### config.mk
export PLATFORM = sky130hd
export DESIGN_NAME = simd_mul_pipe
export DESIGN_NICKNAME = d
export VERILOG_FILES = /design/src/rtl/simd_mul_pkg.sv /design/src/rtl/lane_mult.sv /design/src/rtl/result_pack.sv /design/src/rtl/simd_mul_pipe.sv
export SDC_FILE = /design/constraint.sdc
export NUM_CORES = 2
export LEC_CHECK = 0
export BUFFER_PORTS_ARGS = -buffer_cell sky130_fd_sc_hd__buf_2
export CORE_UTILIZATION = 65
export CTS_CLUSTER_SIZE = 10
export DETAILED_ROUTE_END_ITERATION = 10
export HOLD_SLACK_MARGIN = 0.05
export PLACE_DENSITY = 0.89
export SLEW_MARGIN = 20
export SYNTH_ARGS = -nofsm -noshare
export SYNTH_HDL_FRONTEND = slang
export SYNTH_SLANG_ARGS = --single-unit
### constraint.sdc
create_clock -name clk -period 18.35 [get_ports clk]
set_input_delay 0.9175 -clock clk [delete_from_list [all_inputs] [get_ports clk]]
set_output_delay 0.9175 -clock clk [all_outputs]
set_load 0.05 [all_outputs]
### src/rtl/simd_mul_pkg.sv
package simd_mul_pkg;

    typedef enum logic [1:0] {
        MUL_LO   = 2'd0,
        MUL_HI   = 2'd1,
        MUL_PAIR = 2'd2,
        MUL_RSV  = 2'd3
    } mul_op_e;

endpackage

### src/rtl/lane_mult.sv
module lane_mult #(
    parameter int W = 16
) (
    input  logic               clk,
    input  logic               rst,
    input  logic [W-1:0]       opa,
    input  logic [W-1:0]       opb,
    output logic [2*W-1:0]     prod
);
    localparam int PW = 2 * W;

    logic signed [PW-1:0] prod_next;
    logic                 primed;

    always_comb begin
        prod_next = $signed(opa) * $signed(opb);
    end

    always_ff @(posedge clk) begin
        prod <= prod_next;
        if (rst) primed <= 1'b0;
        else     primed <= 1'b1;
    end

    // a nonzero product carries the xor of the operand signs
    a_r1_product_sign: assert property (@(posedge clk) disable iff (rst)
        (primed && $past(opa) != '0 && $past(opb) != '0)
        |-> (prod[PW-1] == ($past(opa[W-1]) ^ $past(opb[W-1]))));

endmodule

### src/rtl/result_pack.sv
module result_pack
    import simd_mul_pkg::*;
#(
    parameter int LANES  = 4,
    parameter int LANE_W = 16
) (
    input  mul_op_e                        op,
    input  logic [LANES*2*LANE_W-1:0]      prods,
    output logic [LANES*LANE_W-1:0]        res
);
    localparam int PW    = 2 * LANE_W;
    localparam int PAIRS = LANES / 2;

    logic [LANES*LANE_W-1:0] lo_pack;
    logic [LANES*LANE_W-1:0] hi_pack;
    logic [PAIRS*PW-1:0]     sum_pack;

    for (genvar i = 0; i < LANES; i++) begin : g_half
        assign lo_pack[i*LANE_W +: LANE_W] = prods[i*PW +: LANE_W];
        assign hi_pack[i*LANE_W +: LANE_W] = prods[i*PW + LANE_W +: LANE_W];
    end

    for (genvar k = 0; k < PAIRS; k++) begin : g_pair
        assign sum_pack[k*PW +: PW] = prods[(2*k)*PW +: PW] + prods[(2*k+1)*PW +: PW];
    end

    always_comb begin
        unique case (op)
            MUL_LO:   res = lo_pack;
            MUL_HI:   res = hi_pack;
            MUL_PAIR: res = sum_pack;
            default:  res = '0;
        endcase
    end

endmodule

### src/rtl/simd_mul_pipe.sv
module simd_mul_pipe
    import simd_mul_pkg::*;
#(
    parameter int LANES  = 4,
    parameter int LANE_W = 16
) (
    input  logic                    clk,
    input  logic                    rst,
    input  logic                    in_valid,
    input  logic [1:0]              in_op,
    input  logic [LANES*LANE_W-1:0] in_a,
    input  logic [LANES*LANE_W-1:0] in_b,
    output logic                    out_valid,
    output logic [LANES*LANE_W-1:0] out_result
);
    localparam int DW = LANES * LANE_W;
    localparam int PW = 2 * LANE_W;

    // stage 1: operand capture
    logic          s1_v;
    mul_op_e       s1_op;
    logic [DW-1:0] s1_a, s1_b;

    // stage 2: products
    logic                s2_v;
    mul_op_e             s2_op;
    logic [LANES*PW-1:0] s2_prod;
    logic [DW-1:0]       s2_res;

    // cycles since reset, saturating, for assertion windows
    logic [1:0] age;

    always_ff @(posedge clk) begin
        if (rst) begin
            s1_v  <= 1'b0;
            s1_op <= MUL_LO;
            s2_v  <= 1'b0;
            s2_op <= MUL_LO;
            age   <= 2'd0;
        end else begin
            s1_v  <= in_valid;
            s1_op <= mul_op_e'(in_op);
            s2_v  <= s1_v;
            s2_op <= s1_op;
            if (age != 2'd3) age <= age + 2'd1;
        end
    end

    always_ff @(posedge clk) begin
        s1_a <= in_a;
        s1_b <= in_b;
    end

    for (genvar i = 0; i < LANES; i++) begin : g_lane
        lane_mult #(.W(LANE_W)) u_mult (
            .clk  (clk),
            .rst  (rst),
            .opa  (s1_a[i*LANE_W +: LANE_W]),
            .opb  (s1_b[i*LANE_W +: LANE_W]),
            .prod (s2_prod[i*PW +: PW])
        );
    end

    result_pack #(.LANES(LANES), .LANE_W(LANE_W)) u_pack (
        .op    (s2_op),
        .prods (s2_prod),
        .res   (s2_res)
    );

    // stage 3: output register
    always_ff @(posedge clk) begin
        if (rst) begin
            out_valid  <= 1'b0;
            out_result <= '0;
        end else begin
            out_valid  <= s2_v;
            out_result <= s2_v ? s2_res : '0;
        end
    end

    // output valid follows input valid by exactly three cycles
    a_r5_latency: assert property (@(posedge clk) disable iff (rst)
        (age == 2'd3) |-> (out_valid == $past(in_valid, 3)));

    // an idle output carries no data
    a_r8_idle_zero: assert property (@(posedge clk) disable iff (rst)
        !out_valid |-> (out_result == '0));

    // reserved code yields zero data
    a_r7_reserved: assert property (@(posedge clk) disable iff (rst)
        (age != 2'd0 && out_valid && $past(s2_op) == MUL_RSV) |-> (out_result == '0));

    // first cycle after reset has an empty output
    a_r9_reset_clear: assert property (@(posedge clk)
        $past(rst) |-> !out_valid);

endmodule

==> flow_summary.toml <==
[worst_setup_path]
crit_arrival_ns = 7.32
worstPathCellList = "nand2_1 -> inv_1 -> fa_1 -> fa_1 -> fa_1 -> fa_1 -> fa_1 -> inv_1 -> fa_1 -> inv_1 -> ha_1 -> and3_1 -> a31oi_1 -> o21ai_0 -> nand3_1 -> o311ai_1 -> or4_1 -> a31o_1 -> a21oi_2 -> xnor2_1"
crit_path_max_incr_delay_ns = 0.93
critPathBufInv = 3
path_class = "reg2reg"
cp_top_family = "adder cells"
cp_slowest_cell = "fa_1"
cp_common_cell = "fa_1"
start_kind = "flip-flop"
critPathMaxFanout = 16
cp.required_ns = 18.84
crit_path_end_kind = "flip-flop"

[placed_design]
place.gp.congestion = 0.963
place_area_um2 = 51800
port-buffer-count = 197
dpl.cell_count = 6389
hpwl_um = 96700

[synthesis]
yosys-top-cells-count = "1,179 x inv_1, 1,050 x fa_1, 568 x nand2_1, 502 x and2_1, 390 x ha_1"
synthDistinctLibCells = 66
netlist_instances = 5319
syn_area_um2 = 50000
synth.largest_area_cell = "fa_1"
async_flop_share = 0
synth_edf_count = 0
ys_ff_latch = 327
synthTopCellsByArea = "fa_1 42%, dfxtp_1 13%, ha_1 9.8%, inv_1 8.8%, and2_1 6.3%"
synth.avg_cell_area_um2 = 9.41
yosys_warnings = 0
syn-num-nets = 6892
seq_area_frac_synth = 0.131
synthMostInstantiatedCell = "inv_1"
yosysTopAreaCellShare = 0.420
synth-main-ff-cell = "dfxtp_1"

[floorplanning]
dieWidth_um = 279
core_area_um2 = 76100
rows = 101
initial_core_util = 0.658
die-area_um2 = 78100
ios = 198
die_y_um = 279

[detailed_routing]
ant_nets = 0
drcViolationCount = 0
wl_met3_um = 8280
initialDrtViolationCount = 2814
vias = 36700
vias_per_cell = 5.69
drt_first_pass_iters = 6
m1WireLength_um = 44100
wl_um = 119000
dr.max_layer_used = "met4"
wl_per_cell_um = 18.5
routed-wl-met2_um = 60300

[cts]
post_cts_buffers = 0
htreeDepth = 2
root_buffer = "clkbuf_16"
clkTransAtPathRegs_ns = 0.07
clockBufferDepth = 3
ctsHoldBuffers = 0
cts_resized = 0
tritoncts = "done"
cts_sinks = 327
cts_buffers = 42
clk_latency_ns = 0.59

[global_routing]
grt_overflow = 0
grt_pass1_vias = 40600
antenna_found_initial = 1
track_usage = 0.322
grt_start_max_net_pins = 53
grt_first_pass_wirelength_um = 198000

[sta]
min_period_ns = 6.83
clock_skew_ns = 0.0296
final_min_period_over_clock_period = 0.372
final-max-slew-violation-count = 0
slew_headroom = 0.334
setup_viol = 0
worstMarginPinSlew_ns = 0.997
tns_ns = 0
finalHoldViolCount = 0
rsz0062_at_grt = "no"
fmax_mhz = 146

[status]
run_status = "completed"

[final_layout]
layout-drive-gt1-share = 0.0524
area_delta_synth_final_pct = 6.02
nets = 6976
final_cells = 6451
num-fill-cells = 5594
final_cell_area_um2 = 53000

[job]
maxCapViolations = 0

[hold_path]
hp-class = "in2reg"
[sequential cells by signal, summed over array words and instances (netlist names)]
| name | count |
|---|---|
| s2_v | 1 |
| s2_op | 2 |
| s1_v | 1 |
| s1_a | 64 |
| s1_b | 64 |
| out_valid | 1 |
| s1_op | 2 |
| g_lane.u_mult.prod | 128 |
| out_result | 64 |
[routing by layer]
| metal | GRT usage | vias to the layer above |
|---|---|---|
| li1 | - | 16200 |
| met1 | 0.390 | 18400 |
| met2 | 0.562 | 1580 |
| met3 | 0.0453 | 468 |
| met4 | 0.163 | 0 |
| met5 | 0 | - |
[cells in the final DEF (no fill, tap or decap), types with 33 or more instances in the layout]
master     count
ha_1         390
and2_1       502
buf_2        197
a21o_1        56
mux2i_1       34
clkbuf_16     45
dfxtp_1      325
xnor2_1      146
a21oi_1      182
nor2_1       196
xor2_1        41
nand3_1       33
nand2_1      568
fa_1        1050
inv_1       1179
o21ai_0       94
[worst paths after layout]
kind                            start                                 to  slack (ns)  depth (start not counted)
hold reg to reg   s1_op[0]$_SDFF_PP0_                s2_op[0]$_SDFF_PP0_        0.45                          1
setup reg to reg     s1_b[17]$_DFF_P_  g_lane[1].u_mult.prod[31]$_DFF_P_       11.52                         20
hold / removal                in_a[1]                    s1_a[1]$_DFF_P_        0.42                          1
setup / recovery     s1_b[17]$_DFF_P_  g_lane[1].u_mult.prod[31]$_DFF_P_       11.52                         20
[per-stage QoR]
stage,util,setup slack (ns),hold WS (ns)
final,0.697,11.52,0.424
after global routing,0.697,11.10,0.416
after CTS,0.697,11.54,0.399
after detailed placement,0.680,11.55,0.440
after global placement,0.680,11.76,0.440
after floorplan,-,12.09,0.414
[cells by family (layout without fill, tap and decap cells)]
group / Yosys count / after routing / synth area share
AOI/OAI and AO/OA: 551 / 551 / 0.0703
xor gates and xnor gates: 187 / 187 / 0.0327
other: 0 / 2 / 0
adders and majority gates: 1440 / 1440 / 0.518
buffers and inverters: 1342 / 1442 / 0.101
muxes: 39 / 39 / 0.00793
and+or+nand+nor: 1433 / 1433 / 0.140
DFF: 327 / 327 / 0.131
[area by class of cell]
| cell class | instances | area (um^2) | area share |
|---|---|---|---|
| Multi-Input combinational cell | 3650 | 38500 | 0.725 |
| Clock inverter | 6 | 65.1 | 0.00123 |
| Antenna cell | 2 | 5.00 | 0.0000943 |
| Inverter | 1179 | 4430 | 0.0834 |
| Clock buffer | 54 | 1220 | 0.0230 |
| Tap cell | 1030 | 1290 | 0.0243 |
| Sequential cell | 327 | 6550 | 0.123 |
| Timing Repair Buffer | 203 | 1030 | 0.0194 |
[worst reg2reg max path, cell delays in order, from the launching register on]
cell	delay, ns
dfxtp_1	0.72
nand2_1	0.20
inv_1	0.17
fa_1	0.55
fa_1	0.93
fa_1	0.54
fa_1	0.50
fa_1	0.49
inv_1	0.05
fa_1	0.47
inv_1	0.04
ha_1	0.35
and3_1	0.23
a31oi_1	0.15
o21ai_0	0.13
nand3_1	0.11
o311ai_1	0.16
or4_1	0.47
a31o_1	0.25
a21oi_2	0.14
xnor2_1	0.12
Power is left out: the tool's default activity adds up to more than one toggle a clock period on the data nets, which glitch-free logic cannot reach.
